### src/rtl/pp_pkg.sv
package pp_pkg;

  localparam logic [5:0] DT_YUV8   = 6'h1E;
  localparam logic [5:0] DT_RAW8   = 6'h2A;
  localparam logic [5:0] DT_RAW10  = 6'h2B;
  localparam logic [5:0] DT_RGB565 = 6'h22;
  localparam logic [5:0] DT_RGB888 = 6'h24;

  typedef enum logic [1:0] {
    CONT_8   = 2'd0,
    CONT_16  = 2'd1,
    CONT_32  = 2'd2,
    CONT_RSV = 2'd3
  } cont_e;

  typedef struct packed {
    logic       en;
    logic [1:0] swap;
    cont_e      size;
    logic [5:0] dt;
  } ctx_t;

  // bytes occupied by one container
  function automatic logic [2:0] cont_bytes(cont_e s);
    case (s)
      CONT_8:  return 3'd1;
      CONT_16: return 3'd2;
      default: return 3'd4;
    endcase
  endfunction

  // bits of the pixel that survive, data type and container combined
  function automatic logic [31:0] keep_mask(logic [5:0] dt, cont_e s);
    logic [31:0] dm;
    logic [31:0] cm;
    case (dt)
      DT_RAW8, DT_YUV8: dm = 32'h0000_00FF;
      DT_RAW10:         dm = 32'h0000_03FF;
      DT_RGB565:        dm = 32'h0000_FFFF;
      DT_RGB888:        dm = 32'h00FF_FFFF;
      default:          dm = 32'hFFFF_FFFF;
    endcase
    case (s)
      CONT_8:  cm = 32'h0000_00FF;
      CONT_16: cm = 32'h0000_FFFF;
      default: cm = 32'hFFFF_FFFF;
    endcase
    return dm & cm;
  endfunction

  // destination lane inside a four-byte group for input position pos
  function automatic logic [1:0] yuv_lane(logic [1:0] mode, logic [1:0] pos);
    case (mode)
      2'd3: return pos;
      2'd2: return (pos == 2'd1 || pos == 2'd3) ? pos : (2'd2 - pos);
      2'd1: return {pos[1], ~pos[0]};
      default: return pos - 2'd1;
    endcase
  endfunction

endpackage

### src/rtl/pp_cfg.sv
module pp_cfg
  import pp_pkg::*;
#(
  parameter int REG_AW   = 4,
  parameter int CTRL_OFF = 0,
  parameter int CTX_OFF  = 4
) (
  input  logic              clk,
  input  logic              rst_n,
  input  logic              reg_we,
  input  logic [REG_AW-1:0] reg_addr,
  input  logic [31:0]       reg_wdata,
  output logic              run,
  output ctx_t              ctx
);

  localparam logic [REG_AW-1:0] A_CTRL = REG_AW'(CTRL_OFF);
  localparam logic [REG_AW-1:0] A_CTX  = REG_AW'(CTX_OFF);

  logic path_rel;

  always_ff @(posedge clk or negedge rst_n) begin
    if (!rst_n) begin
      path_rel <= 1'b0;
      ctx      <= '{en: 1'b0, swap: 2'd0, size: CONT_8, dt: 6'd0};
    end else if (reg_we) begin
      if (reg_addr == A_CTRL) begin
        path_rel <= reg_wdata[0];
      end
      if (reg_addr == A_CTX) begin
        ctx.en   <= reg_wdata[31];
        ctx.swap <= reg_wdata[27:26];
        ctx.size <= cont_e'(reg_wdata[21:20]);
        ctx.dt   <= reg_wdata[5:0];
      end
    end
  end

  assign run = path_rel & ctx.en;

endmodule

### src/rtl/pp_format.sv
module pp_format
  import pp_pkg::*;
#(
  parameter int FILL_W = 4
) (
  input  ctx_t              ctx,
  input  logic [31:0]       in_pix,
  input  logic [FILL_W-1:0] fill,
  output logic [31:0]       chunk,
  output logic [FILL_W-1:0] off,
  output logic [2:0]        span
);

  logic yuv_path;

  assign yuv_path = (ctx.dt == DT_YUV8) && (ctx.size == CONT_8);

  always_comb begin
    if (yuv_path) begin
      chunk = {24'd0, in_pix[7:0]};
      off   = {fill[FILL_W-1:2], yuv_lane(ctx.swap, fill[1:0])};
      span  = 3'd1;
    end else begin
      chunk = in_pix & keep_mask(ctx.dt, ctx.size);
      off   = fill;
      span  = cont_bytes(ctx.size);
    end
  end

endmodule

### src/rtl/pp_pack.sv
module pp_pack #(
  parameter int OUT_BYTES = 16,
  localparam int OUT_W  = OUT_BYTES * 8,
  localparam int FILL_W = $clog2(OUT_BYTES)
) (
  input  logic              clk,
  input  logic              rst_n,
  input  logic              run,
  input  logic              in_valid,
  input  logic              in_eof,
  input  logic [31:0]       chunk,
  input  logic [FILL_W-1:0] off,
  input  logic [2:0]        span,
  input  logic              out_ready,
  output logic              in_ready,
  output logic [FILL_W-1:0] fill,
  output logic              out_valid,
  output logic [OUT_W-1:0]  out_data,
  output logic              out_last,
  output logic              accept,
  output logic              word_done
);

  localparam logic [FILL_W:0] FULL = (FILL_W+1)'(OUT_BYTES);

  logic [OUT_W-1:0]  acc;
  logic [OUT_W-1:0]  merged;
  logic [FILL_W:0]   new_fill;
  logic [FILL_W:0]   span_x;

  assign span_x    = {{(FILL_W-2){1'b0}}, span};
  assign in_ready  = run && (!out_valid || out_ready);
  assign accept    = in_valid && in_ready;
  assign new_fill  = {1'b0, fill} + span_x;
  assign word_done = accept && (in_eof || new_fill >= FULL);

  // per-lane placement of the incoming chunk
  for (genvar k = 0; k < OUT_BYTES; k++) begin : g_lane
    localparam logic [FILL_W:0] K = (FILL_W+1)'(k);
    logic [FILL_W:0] rel;
    logic            hit;
    assign rel = K - {1'b0, off};
    assign hit = (K >= {1'b0, off}) && (rel < span_x);
    assign merged[k*8 +: 8] = hit ? chunk[{rel[1:0], 3'b000} +: 8] : acc[k*8 +: 8];
  end

  always_ff @(posedge clk or negedge rst_n) begin
    if (!rst_n) begin
      acc       <= '0;
      fill      <= '0;
      out_valid <= 1'b0;
      out_data  <= '0;
      out_last  <= 1'b0;
    end else if (!run) begin
      acc       <= '0;
      fill      <= '0;
      out_valid <= 1'b0;
      out_data  <= '0;
      out_last  <= 1'b0;
    end else begin
      if (out_valid && out_ready) begin
        out_valid <= 1'b0;
      end
      if (accept) begin
        if (word_done) begin
          out_data  <= merged;
          out_last  <= in_eof;
          out_valid <= 1'b1;
          acc       <= '0;
          fill      <= '0;
        end else begin
          acc  <= merged;
          fill <= new_fill[FILL_W-1:0];
        end
      end
    end
  end

endmodule

### src/rtl/pix_packer.sv
module pix_packer
  import pp_pkg::*;
#(
  parameter int REG_AW    = 4,
  parameter int CTRL_OFF  = 0,
  parameter int CTX_OFF   = 4,
  parameter int OUT_BYTES = 16,
  localparam int OUT_W  = OUT_BYTES * 8,
  localparam int FILL_W = $clog2(OUT_BYTES)
) (
  input  logic              clk,
  input  logic              rst_n,
  input  logic              reg_we,
  input  logic [REG_AW-1:0] reg_addr,
  input  logic [31:0]       reg_wdata,
  input  logic              in_valid,
  output logic              in_ready,
  input  logic [31:0]       in_pix,
  input  logic              in_eof,
  output logic              out_valid,
  input  logic              out_ready,
  output logic [OUT_W-1:0]  out_data,
  output logic              out_last
);

  ctx_t              ctx;
  logic              run;
  logic [FILL_W-1:0] fill;
  logic [31:0]       chunk;
  logic [FILL_W-1:0] off;
  logic [2:0]        span;
  logic              accept;
  logic              word_done;

  pp_cfg #(.REG_AW(REG_AW), .CTRL_OFF(CTRL_OFF), .CTX_OFF(CTX_OFF)) u_cfg (
    .clk(clk), .rst_n(rst_n), .reg_we(reg_we), .reg_addr(reg_addr),
    .reg_wdata(reg_wdata), .run(run), .ctx(ctx)
  );

  pp_format #(.FILL_W(FILL_W)) u_fmt (
    .ctx(ctx), .in_pix(in_pix), .fill(fill),
    .chunk(chunk), .off(off), .span(span)
  );

  pp_pack #(.OUT_BYTES(OUT_BYTES)) u_pack (
    .clk(clk), .rst_n(rst_n), .run(run), .in_valid(in_valid), .in_eof(in_eof),
    .chunk(chunk), .off(off), .span(span), .out_ready(out_ready),
    .in_ready(in_ready), .fill(fill), .out_valid(out_valid),
    .out_data(out_data), .out_last(out_last),
    .accept(accept), .word_done(word_done)
  );

endmodule

### config.mk
export PLATFORM = sky130hd
export DESIGN_NAME = pix_packer
export DESIGN_NICKNAME = d
export VERILOG_FILES = /design/src/rtl/pp_pkg.sv /design/src/rtl/pp_cfg.sv /design/src/rtl/pp_format.sv /design/src/rtl/pp_pack.sv /design/src/rtl/pix_packer.sv
export SDC_FILE = /design/constraint.sdc
export NUM_CORES = 1
export LEC_CHECK = 0
export CAP_MARGIN = 30
export CORE_UTILIZATION = 35
export DETAILED_ROUTE_END_ITERATION = 10
export GPL_TIMING_DRIVEN = 0
export SLEW_MARGIN = 25
export SYNTH_ARGS = -nofsm -noshare
export SYNTH_HDL_FRONTEND = slang
export SYNTH_SLANG_ARGS = --single-unit
### constraint.sdc
create_clock -name clk -period 4.26 [get_ports clk]
set_input_delay 0.426 -clock clk [delete_from_list [all_inputs] [get_ports clk]]
set_output_delay 0.426 -clock clk [all_outputs]
set_load 0.05 [all_outputs]
Word level (Yosys, flattened, before mapping) --
Cells that the tools add are included.
Cells by class: add/sub/neg operators 19, magnitude comparators 32, equality and inequality tests 14, shift-type cells 16, mux-type cells 42, bitwise gates (word level) 4, reduce and logical (&&, ||, !) cells 30
Operator list (count):
- two-way mux 128 bit | 6
- variable part select 32 x 6 -> 8 bit | 16
- two-way mux 8 bit | 16
- case mux 32 bit (4 select lines) | 1
- two-way mux 32 bit | 3
- < comparator 5 x 3 -> 1 bit | 16
- AND 32 bit | 2
- case mux 32 bit (2 select lines) | 1
- subtractor 4 x 4 -> 5 bit, first input constant | 8
- greater-or-equal comparator 4 bit, first input constant | 7
- == test 6 bit, second input constant | 4
- logical AND 1 bit | 20
- subtractor 3 x 4 -> 5 bit, first input constant | 4
- greater-or-equal comparator 3 x 4 -> 1 bit, first input constant | 4
- two-way mux 4 bit | 3
- subtractor 1 x 4 -> 5 bit, first input constant | 2
- subtractor 2 x 4 -> 5 bit, first input constant | 2
- greater-or-equal comparator 1 x 4 -> 1 bit, first input constant | 2
- greater-or-equal comparator 2 x 4 -> 1 bit, first input constant | 2
- two-way mux 1 bit | 7
- == test 2 x 1 -> 1 bit, second input constant | 3
- == test 2 bit, second input constant | 3
- == test 6 x 5 -> 1 bit, second input constant | 1
- case mux 2 bit (3 select lines) | 1
- other kinds (17) | 23
Storage, ports and cells: register bits after elaboration 274, logic and storage cells 167

Depth between registers and ports, before layout --
Gate-level depths: netlist of the first run.
word-level depth 12, depth in mapped cells 17

Cells and area by module --
A second synthesis of the first run with hierarchy kept.
Unflattened totals: cell total of the unflattened synthesis 1220, area total of the unflattened synthesis 13875.8 sq um
Modules (own cells, without submodules):
- pp_pack | instances 1, cells each 1114, area an instance 12849.8 sq um
- pp_cfg | instances 1, cells each 29, area an instance 526.8 sq um
- pp_format | instances 1, cells each 77, area an instance 499.2 sq um

Least setup slack after synthesis of the first run --
OpenSTA, ideal clock, no wires.
path kind reg-to-reg, start reg, netlist name u_cfg.ctx[8], end reg u_pack.out_data[64], arrival time 3670 ps, data required time 4134 ps, setup slack 464 ps, cell stages (with the launch flop) 16, buffers on the path 3, cells stage by stage dfrtp_1 -> clkbuf_1 -> or2_4 -> or4_4 -> nand2_4 -> buf_2 -> ha_1 -> inv_2 -> ha_1 -> o21ai_0 -> a31oi_1 -> a211o_1 -> a21oi_2 -> buf_4 -> nor2_1 -> a221o_1
Between the ends: word-level cells in the longest chain between the ends 10, elaborated cells on any way between the ends 14, classes of those cells add/sub: 1; order compare: 2; eq/ne: 3; shift: 1; mux: 6; reduce/logical: 1
Ends and longest elaborated chain:
- == test 2 x 1 -> 1 bit or == test 2 bit (tied branches) | line pp_pkg.sv:53 | case (mode)
- case mux 2 bit (3 select lines) * | line pp_pkg.sv:53
- two-way mux 2 bit * | line pp_format.sv:19 | if (yuv_path) begin
- parallel branches: the longest is 3 deep, another holds subtractor 4 x 4 -> 5 bit
- two-way mux 8 bit * | line pp_pack.sv:44 | assign merged[k*8 +: 8] = hit ? chunk[{rel[1:0], 3'b000} +: 8] : acc[k*8 +: 8];
- two-way mux 128 bit * | line pp_pack.sv:65 | if (word_done) begin
- two-way mux 128 bit * | line pp_pack.sv:64 | if (accept) begin
- two-way mux 128 bit * | line pp_pack.sv:54 | end else if (!run) begin
- to (signal assigned) | line pp_pack.sv:66 | out_data <= merged;
- to (decl) | line pp_pack.sv:18 | output logic [OUT_W-1:0] out_data,
Mark *: on every way between the ends. The select of a mux whose other input is x is not followed. A chain may end at the register's enable or synchronous reset.

Final worst setup path of the first run --
start reg, netlist name u_cfg.ctx[7], end reg u_pack.out_data[2]
Between the ends: word-level cells in the longest chain between the ends 11, elaborated cells on any way between the ends 26, classes of those cells add/sub: 2; order compare: 3; eq/ne: 2; shift: 1; mux: 10; bitwise: 2; reduce/logical: 6
Ends and longest elaborated chain:
- == test 2 x 1 -> 1 bit or logical NOT 2 bit (tied branches) | line pp_pkg.sv:25, pp_pkg.sv:43, pp_format.sv:16
- case mux 32 bit (2 select lines) | line pp_pkg.sv:43 | case (s)
- two-way mux 32 bit | line pp_format.sv:19
- AND 32 bit | line pp_pkg.sv:48 | return dm & cm;
- AND 32 bit | line pp_format.sv:24 | chunk = in_pix & keep_mask(ctx.dt, ctx.size);
- two-way mux 32 bit | line pp_format.sv:19
- variable part select 32 x 6 -> 8 bit | line pp_pack.sv:44
- two-way mux 8 bit | line pp_pack.sv:44
- two-way mux 128 bit | line pp_pack.sv:65
- two-way mux 128 bit | line pp_pack.sv:64
- two-way mux 128 bit | line pp_pack.sv:54
Parallel ways exist; a longest one is shown, timed or not. The select of a mux whose other input is x is not followed.

==> qor.txt, run 1 <==
status = completed
r2r worst-path depth = 15
H-Tree Depth = 1
maximum clock rate = 246 MHz
Clock transition at path regs = 0.06 ns
Final min period = 4.06 ns
Final setup viols = 0
clk_lat worst skew = 0.56 ns
Clock Power Share = 32.1%
Area Growth Syn to Fin = 27.8%
root buf cell = clkbuf_16
Least-Margin Pin Slew = 1.06 ns
Lkg Pwr = 7.25 nW
IO Count = 205
Crit path max-delay family = simple AND/OR/NAND/NOR gates
Fill cells = 3632
ys flop type = dfrtp_1
Buf/Inv on CP = 5
Hold Crit Class = input pin to async pin
Final Wtd Congestion = 0.902
worst clock skew = 0.0146 ns
multi-input combinational cell area = 6420 sq um
antenna violations before repair = 1
Power Dens Cells = 466 nW/um^2
sw power = 0.00295 W
Vias = 11294
fin. max-slew vios = 0
vias per cell = 5.57
internal power = 0.00520 W
top cell type's share of synthesized area = 50.1%
Crit Path Max Fanout = 10
ANT cells = 0
synthesized net count = 1358
Fin Setup TNS = 0 ns
EDFF count, synth = 0
largest area contributor in the synthesized netlist = dfrtp_1
Async S/R FF share, synth = 100%
effective utilization at floorplan = 35.4%
fin area = 17500 sq um
post-route setup slack = 0.201 ns
top sig layer = met4
most frequent cells in the layout = dfrtp_1 (273), clkdlybuf4s50_1 (182), o21ai_0 (128)
num rows = 72
Total Routed Length = 45900 um
detailed placement HPWL = 33800 um
Inst Count DP = 1964
top cells by area, synth = dfrtp_1 (50%), mux2i_1 (9.6%), a22o_1 (5.4%)
PortBufs = 183
register area share after synthesis = 50.1%
combinational power share = 33.7%
clock sinks = 274
relative slew slack = 29.4%
crit share post-route = 95.3%
final core utilization = 45.3%
Iter 0 DRT Violations = 919
Mapped Avg Cell Area = 10.9 sq um
Critical R2R Capture = u_pack.out_data[2]
total track usage = 23.1%
R2R setup slack = 0.20 ns
Critical Path Start Type = flip-flop
first-pass GRT wire length = 69800 um
CP max stage delay = 0.57 ns
Detail Route Antenna Nets = 0
Layout Cells excl Fill = 2027
core area = 38600 sq um
sequential power share = 34.2%
DIE HEIGHT = 200 um
drt drc = 0
Sw Ratio = 36.2%
commonest non-fill, non-tap cell in the layout = dfrtp_1
Setup crit end kind = flip-flop
CP most frequent cell = buf_4
Storage cell area = 6860 sq um
cell area after synthesis = 13700 sq um
met2 routed WL = 20300 um
wire per inst = 22.6 um
critical path cell sequence = or2_1 > buf_6 > or4_4 > xor2_4 > buf_4 > ha_1 > inv_4 > ha_1 > o21ai_0 > a31oi_1 > nor4_4 > buf_4 > buf_4 > mux2i_1 > o21ai_0
clock buffer depth = 3
final hold viol count = 0
Max IR drop VDD = 0.000337 V
count of cell types in the netlist = 74
met3 WL = 2960 um
GRT overflow = 0
drt first pass iters = 6
Yosys reg bits = 274
pin count of the biggest net entering global routing = 93
Cell Area, Placed = 16300 sq um
vias in the first global route = 11122
CP max-delay cell = or4_4
CP Class = flip-flop to flip-flop
Post-layout nets = 1588
unrepaired setup endpoints after global routing = no
Yosys warnings = 0
share of cells above drive strength 1 = 12.1%
Die Area = 39900 sq um
CP required = 4.69 ns
Arr. time, crit path = 4.49 ns
max-cap violations = 0
wl on met1 = 21800 um
reg2reg start = u_cfg.ctx[7]
CTS tree = built
CTS Buf Count = 30
Die W = 200 um
Mapped Cells = 1258
pre-CTS WS = -0.477 ns
==> power groups by stage <==
| stage | clock [W] | combinational [W] | sequential (W) |
|---|---|---|---|
| after CTS | 0.00265 | 0.00259 | 0.00279 |
| after floorplan | 0 | 0.00160 | 0.00287 |
| after detailed placement | 0 | 0.00256 | 0.00283 |
| final | 0.00262 | 0.00275 | 0.00279 |
| after global routing | 0.00276 | 0.00294 | 0.00280 |
| after global placement | 0 | 0.00251 | 0.00283 |
==> how the worst max path moves through the flow <==
stage                 startpoint                   end  slack (ns)  cells after the start
finish              u_cfg.ctx[7]    u_pack.out_data[2]        0.20                     15
global route        u_cfg.ctx[7]    u_pack.out_data[2]       0.007                     15
CTS                 u_cfg.ctx[7]        u_pack.acc[55]       0.003                     15
detailed placement  u_cfg.ctx[7]       u_pack.acc[116]       -0.48                     15
global placement           rst_n  u_pack.out_data[108]       -9.09                      1
floorplan           u_cfg.ctx[8]   u_pack.out_data[64]        0.46                     15
==> cell usage after synthesis (all sizes together) (27+ instances only) <==
| master | instances |
|---|---|
| a21oi | 30 |
| a22o | 84 |
| buf | 31 |
| clkbuf | 54 |
| dfrtp | 274 |
| inv | 35 |
| mux2 | 38 |
| mux2i | 132 |
| nand2 | 109 |
| nand3 | 54 |
| nor2 | 27 |
| o21ai | 149 |
| o2bb2ai | 62 |
==> worst register-to-register path, cell delays in order, from the launching register on <==
cell     delay (ns)
dfrtp_2        0.46
or2_1          0.24
buf_6          0.15
or4_4          0.57
xor2_4         0.18
buf_4          0.15
ha_1           0.34
inv_4          0.09
ha_1           0.29
o21ai_0        0.17
a31oi_1        0.14
nor4_4         0.46
buf_4          0.24
buf_4          0.14
mux2i_1        0.22
o21ai_0        0.10
==> routing by layer <==
metal,vias up,GRT usage (%)
li1,5129,-
met1,5703,34.3
met2,405,35.5
met3,57,3.71
met4,0,4.89
met5,-,0
==> flip-flops by register name (all words and copies together) (netlist names) <==
name / flops
u_pack.acc: 128
u_pack.out_data: 128
u_cfg.ctx: 11
u_pack.fill: 4
u_cfg.path_rel: 1
u_pack.out_last: 1
u_pack.out_valid: 1
==> cell type report <==
| type | count | share of cell area, % |
|---|---|---|
| Buffer | 84 | 2.43 |
| Clock buffer | 45 | 5.01 |
| Clock inverter | 8 | 0.615 |
| Inverter | 36 | 0.793 |
| Multi-Input combinational cell | 863 | 36.7 |
| Sequential cell | 274 | 39.2 |
| Tap cell | 518 | 3.70 |
| Timing Repair Buffer | 199 | 11.6 |
==> cell families after synthesis <==
logic type                 after synthesis  synth area share (%)
AOI/OAI and AO/OA                      391                  20.4
xor gates and xnor gates                 6                 0.576
adders and majority gates               26                  2.43
DFF                                    274                  50.1
buffers and inverters                  121                  3.96
muxes                                  170                  12.8
and+or+nand+nor                        270                  9.78
==> timing repair <==
item | in CTS | in global routing
cloned | 0 | 1
gates resized for setup | 14 | 31
hold buffers | 1 | 0
setup buffers | 2 | 7
hold endpoints to repair | 91 | 0
pin swaps | 0 | 1
setup endpoints to repair | 164 | 194
==> stage by stage <==
step	hold slack, ns	power (W)
floorplan	0.130	0.00447
global placement	0.463	0.00534
detailed placement	0.471	0.00539
CTS	0.483	0.00802
global route	0.492	0.00850
finish	0.476	0.00816
Power figures use the tool's default switching activity.
==> run 2, diff against run 1 <==
Clock period 4.26 ns to 3.3 ns, I/O delays scaled along.
==> qor.txt, run 2 (same netlist as run 1, synthesis figures left out) <==
Iter 0 DRT Violations = 906 (-1.4%)
Power Dens Cells = 614 nW/um^2 (+32%)
effective utilization at floorplan = 35.4% (unchanged)
met1 Track Usage GR = 33.7% (-0.63 points)
DIE HEIGHT = 200 um (unchanged)
Post-layout nets = 1660 (+4.5%)
Arr. time, crit path = 3.96 ns (-0.53 ns)
IO Count = 205 (unchanged)
crit share post-route = 105% (+9.9 points)
Area Growth Syn to Fin = 44.2%
relative slew slack = 21.5% (-7.8 points)
status = finished with violations
Least-Margin Pin Slew = 1.18 ns (+0.117 ns)
post-route setup slack = -0.172 ns (-0.373 ns)
worst clock skew = 0.0168 ns (+0.00219 ns)
largest registers = u_pack.acc x128, u_pack.out_data x128, u_cfg.ctx x11
Die Area = 39900 sq um (unchanged)
clock buffer depth = 3 (unchanged)
clk_lat worst skew = 0.57 ns (about the same)
fin area = 19800 sq um (+13%)
Die W = 200 um (unchanged)
antenna violations before repair = 1 (unchanged)
CP Class = flip-flop to flip-flop
Vias = 11711 (+3.7%)
Final min period = 3.47 ns (-0.587 ns)
Critical Path Start Type = flip-flop
Final Wtd Congestion = 0.908 (+0.72%)
Lkg Pwr = 8.07 nW (+11%)
wire per inst = 22.6 um (about the same)
CTS Buf Count = 30 (unchanged)
Clock transition at path regs = 0.06 ns (about the same)
unrepaired setup endpoints after global routing = yes
GRT overflow = 0 (unchanged)
Max IR drop VDD = 0.000541 V (+61%)
Fill cells = 3374 (-7.1%)
vias in the first global route = 11503 (+3.4%)
CTS tree = built
Cell Area, Placed = 16400 sq um (+0.41%)
clock sinks = 274 (unchanged)
final hold viol count = 0 (unchanged)
r2r worst-path depth = 15 (unchanged)
share of cells above drive strength 1 = 26.8% (+15 points)
maximum clock rate = 288 MHz (+17%)
PortBufs = 183 (unchanged)
first-pass GRT wire length = 70600 um (+1.2%)
Total Routed Length = 47600 um (+3.7%)
Hold Crit Class = input pin to async pin
met3 Track Usage GR = 3.43% (-0.29 points)
vias per cell = 5.57 (about the same)
Final setup viols = 179 (+179)
core area = 38600 sq um (unchanged)
Hold Slack = 0.214 ns (-0.262 ns)
max-cap violations = 0 (unchanged)
Detail Route Antenna Nets = 0 (unchanged)
CP required = 3.78 ns (-0.91 ns)
commonest non-fill, non-tap cell in the layout = dfrtp_1
failing checks = negative setup slack
fin. max-slew vios = 0 (unchanged)
Setup crit end kind = flip-flop
drt drc = 0 (unchanged)
most frequent cells in the layout = dfrtp_1 (269), clkdlybuf4s50_1 (182), mux2i_1 (100)
drt first pass iters = 6 (unchanged)
H-Tree Depth = 1 (unchanged)
met2 usage = 36.4% (+0.95 points)
root buf cell = clkbuf_16
total track usage = 23.5% (+0.33 points)
pin count of the biggest net entering global routing = 90 (-3.2%)
Crit Path Max Fanout = 5 (-5)
detailed placement HPWL = 33600 um (-0.55%)
num rows = 72 (unchanged)
grt peak-use layer = met2
-- run 2: cell types whose count changed in the layout (fill, tap and decap cells not counted), sizes merged --
cell,change
buf,+85
bufinv,+3
clkbuf,-16
clkinv,+2
diode,+1
inv,+1
-- run 2: metrics by stage --
| step | power, W | std cells | setup slack [ns] | TNS, ns | util (%) |
|---|---|---|---|---|---|
| final | 0.0121 | 2103 | -0.172 | -13.94 | 51.1 |
| after global routing | 0.0126 | 2103 | -0.259 | -30.78 | 51.1 |
| after CTS | 0.0114 | 2060 | -0.159 | -9.56 | 48.1 |
| after detailed placement | 0.00699 | 1965 | -1.28 | -247.24 | 42.4 |
| after global placement | 0.00692 | 1959 | -9.93 | -2950.43 | 42.1 |
| after floorplan | 0.00581 | 1258 | -0.169 | -7.76 | - |
-- run 2: worst max-delay path, cell delays in order, from the launching register on --
cell and delay, ns:
dfrtp_1 0.42, or2_4 0.27, or4_4 0.47, xor2_4 0.21, buf_12 0.15, ha_4 0.28
inv_8 0.03, ha_4 0.17, nor2_4 0.14, a31oi_4 0.11, a211o_1 0.30, a21oi_4 0.26
buf_6 0.20, buf_12 0.12, nand2_8 0.07, o2bb2ai_4 0.17
-- run 2: area by class of cell --
class / count / area (sq um) / share of cell area, %
Tap cell: 518 / 648 / 3.28
Clock buffer: 42 / 886 / 4.48
Multi-Input combinational cell: 863 / 7540 / 38.2
Clock inverter: 14 / 221 / 1.12
Sequential cell: 274 / 6860 / 34.7
Inverter: 36 / 159 / 0.805
Antenna cell: 1 / 2.50 / 0.0127
Timing Repair Buffer: 286 / 2930 / 14.8
Buffer: 69 / 500 / 2.53
-- run 2: worst paths after layout --
kind | from | to | slack (ns)
worst min-delay path | rst_n | u_pack.out_data[91] | 0.21
min in group clk | reg_wdata[31] | u_cfg.ctx[10] | 0.38
worst max-delay path | u_cfg.ctx[6] | u_pack.acc[66] | -0.17
worst min register to register | u_pack.out_data[35] | u_pack.out_data[35] | 0.48
max in group asynchronous | rst_n | u_pack.out_data[109] | 1.52
worst max register to register | u_cfg.ctx[6] | u_pack.acc[66] | -0.17
-- run 2: what timing repair did --
| item | CTS | global route |
|---|---|---|
| gates resized for setup | 202 | 201 |
| pin swaps | 41 | 54 |
| buffers inserted | 43 | 46 |
| endpoints found under the hold margin | 97 | 0 |
| cloned | 6 | 3 |
| setup endpoints to repair | 263 | 256 |
| hold buffers | 1 | 0 |
-- run 2: per-layer routing --
metal  vias to the layer above  wire length [um]  share of wire (%)
met5                         -                 0                  0
met4                         0              1530                3.2
met3                        89              2840                6.0
met2                       408             21600                 45
met1                      5912             21700                 46
li1                       5302                 -                  -
-- run 2: where the power goes --
| group | internal, W | switching [W] | total (W) |
|---|---|---|---|
| Sequential | 0.00350 | 0.000132 | 0.00363 |
| Clock | 0.00227 | 0.00142 | 0.00368 |
| Combinational | 0.00204 | 0.00279 | 0.00483 |
| Total | 0.00780 | 0.00433 | 0.0121 |
==> run 3, diff against run 2 <==
Settings changed: CAP_MARGIN 30 to 20, CORE_UTILIZATION 35 to 45, HOLD_SLACK_MARGIN set to 0.15, PLACE_DENSITY set to 0.71.
==> qor.txt, run 3 (same netlist as run 1, synthesis figures left out) <==
CP max-delay cell = or4_4
crit path launch = u_cfg.ctx[0]
Final Wtd Congestion = 0.905 (-0.40%)
Least-Margin Pin Slew = 1.12 ns (-0.0568 ns)
Final setup viols = 163 (-8.9%)
Critical R2R Capture = u_pack.out_data[65]
CP Class = flip-flop to flip-flop
clock sinks = 274 (unchanged)
clock buffer depth = 3 (unchanged)
effective utilization at floorplan = 46.0% (+11 points)
CP max stage delay = 0.55 ns (+0.08 ns)
pre-CTS WS = -1.16 ns (+0.121 ns)
Inst Count DP = 1834 (-6.7%)
DIE HEIGHT = 176 um (-12%)
CP required = 3.75 ns (-0.03 ns)
status = finished with violations
CTS Buf Count = 29 (-3.3%)
critical path cell sequence = buf_6 > nand2b_1 > or4_4 > xor2_4 > buf_6 > ha_4 > inv_8 > ha_4 > o21ai_4 > a31oi_4 > a211o_1 > a21oi_4 > buf_12 > buf_12 > buf_4 > a221o_1
Power Dens Cells = 624 nW/um^2 (+1.5%)
detailed placement HPWL = 31700 um (-5.7%)
drt first pass iters = 6 (unchanged)
Iter 0 DRT Violations = 1119 (+24%)
Max IR drop VDD = 0.000592 V (+9.4%)
Post-layout nets = 1644 (-0.96%)
ANT cells = 0 (-1)
first-pass GRT wire length = 68400 um (-3.1%)
Die Area = 31100 sq um (-22%)
reg2reg start = u_cfg.ctx[0]
Vias = 11940 (+2.0%)
Detail Route Antenna Nets = 0 (unchanged)
crit share post-route = 106% (+0.40 points)
fin. max-slew vios = 0 (unchanged)
IO Count = 205 (unchanged)
wire per inst = 23.7 um (+4.9%)
Hold Slack = 0.203 ns (-0.0109 ns)
Layout Cells excl Fill = 1956 (-7.0%)
final core utilization = 64.4% (+13 points)
Hold Crit Class = input pin to async pin
vias in the first global route = 11498 (-0.043%)
commonest non-fill, non-tap cell in the layout = dfrtp_1
num rows = 63 (-13%)
most frequent cells in the layout = dfrtp_1 (270), clkdlybuf4s50_1 (182), nand2_1 (103)
total track usage = 29.1% (+5.6 points)
Area Growth Syn to Fin = 40.1%
share of cells above drive strength 1 = 25.2% (-1.6 points)
H-Tree Depth = 1 (unchanged)
PortBufs = 183 (unchanged)
max-cap violations = 0 (unchanged)
clk_lat worst skew = 0.58 ns (about the same)
post-route setup slack = -0.185 ns (-0.0133 ns)
Final min period = 3.49 ns (+0.0133 ns)
Lkg Pwr = 7.90 nW (-2.1%)
Total Routed Length = 46400 um (-2.5%)
failing checks = negative setup slack
maximum clock rate = 287 MHz (-0.38%)
R2R setup slack = -0.19 ns (about the same)
drt drc = 0 (unchanged)
Arr. time, crit path = 3.94 ns (-0.02 ns)
GRT overflow = 0 (unchanged)
final hold viol count = 0 (unchanged)
antenna violations before repair = 1 (unchanged)
core area = 29800 sq um (-23%)
Die W = 176 um (-12%)
vias per cell = 6.10 (+9.6%)
unrepaired setup endpoints after global routing = yes
root buf cell = clkbuf_16
worst clock skew = 0.0265 ns (+0.00967 ns)
pin count of the biggest net entering global routing = 93 (+3.3%)
Clock transition at path regs = 0.06 ns (about the same)
relative slew slack = 25.3% (+3.8 points)
CTS tree = built
total power = 0.0120 W (-1.3%)
r2r worst-path depth = 16 (+1)
largest registers = u_pack.acc x128, u_pack.out_data x128, u_cfg.ctx x11
Critical Path Start Type = flip-flop
Setup crit end kind = flip-flop
Crit Path Max Fanout = 8 (+3)
[run 3: changes by cell type in the layout (fill, tap and decap cells not counted), moves of 4 or more]
cell / delta
buf_12: -4
buf_4: -8
buf_6: -5
clkbuf_2: +10
ha_4: -4
mux2i_1: -8
mux2i_2: +8
nand2_1: +5
nand2_2: -4
o21ai_0: +12
o21ai_1: -12
o2bb2ai_1: +9
o2bb2ai_2: -8
[run 3: where the power goes]
group / leakage (nW) / switching [W] / total, W / internal (W)
clock: 0.512 / 0.00140 / 0.00356 / 0.00216
combinational: 3.59 / 0.00281 / 0.00480 / 0.00199
sequential: 3.80 / 0.000127 / 0.00362 / 0.00350
[run 3: layer usage]
metal	track usage [%]	vias up	share of wire, %
met4	10.2	2	2.7
met2	44.8	594	47
li1	-	5252	-
met1	41.0	6005	42
met3	5.36	87	8.4
met5	0	-	0.022
[run 3: layout make-up]
| type | count | area (sq um) |
|---|---|---|
| Sequential cell | 274 | 6860 |
| Buffer | 74 | 578 |
| Fill cell | 2292 | 10600 |
| Multi-Input combinational cell | 863 | 7420 |
| Clock buffer | 42 | 835 |
| Timing Repair Buffer | 266 | 2660 |
| Tap cell | 390 | 488 |
| Inverter | 36 | 149 |
| Clock inverter | 11 | 205 |
[run 3: what timing repair did]
item,CTS,global route
resized for setup,222,154
endpoints found under the hold margin,182,0
setup endpoints to repair,263,260
gates cloned,5,4
hold buffers,1,0
buffers inserted,48,22
pin swaps,70,40
[run 3: metrics by stage]
stage	setup TNS, ns	area, sq um
after floorplan	-7.76	13800
after global placement	-2875.19	16100
after detailed placement	-219.02	16200
after CTS	-22.19	18500
after global routing	-34.15	19200
final	-12.04	19200
[run 3: how the worst max path moves through the flow]
stage / end / slack [ns] / depth (start not counted)
2_1_floorplan: u_pack.acc[119] / -0.17 / 16
3_3_place_gp: u_pack.out_data[120] / -9.73 / 1
3_5_place_dp: u_pack.acc[44] / -1.16 / 11
4_1_cts: u_pack.out_data[4] / -0.30 / 15
5_1_grt: u_pack.acc[116] / -0.27 / 16
6_report: u_pack.out_data[65] / -0.19 / 16
[run 3: critical path, delay by kind of cell (launching register included)]
family	cells	cell delay, ns
AOI/OAI and AO/OA	5	0.77
buffers and inverters	6	0.76
and+or+nand+nor	2	0.68
adders and majority gates	2	0.56
DFF	1	0.40
xor gates and xnor gates	1	0.20
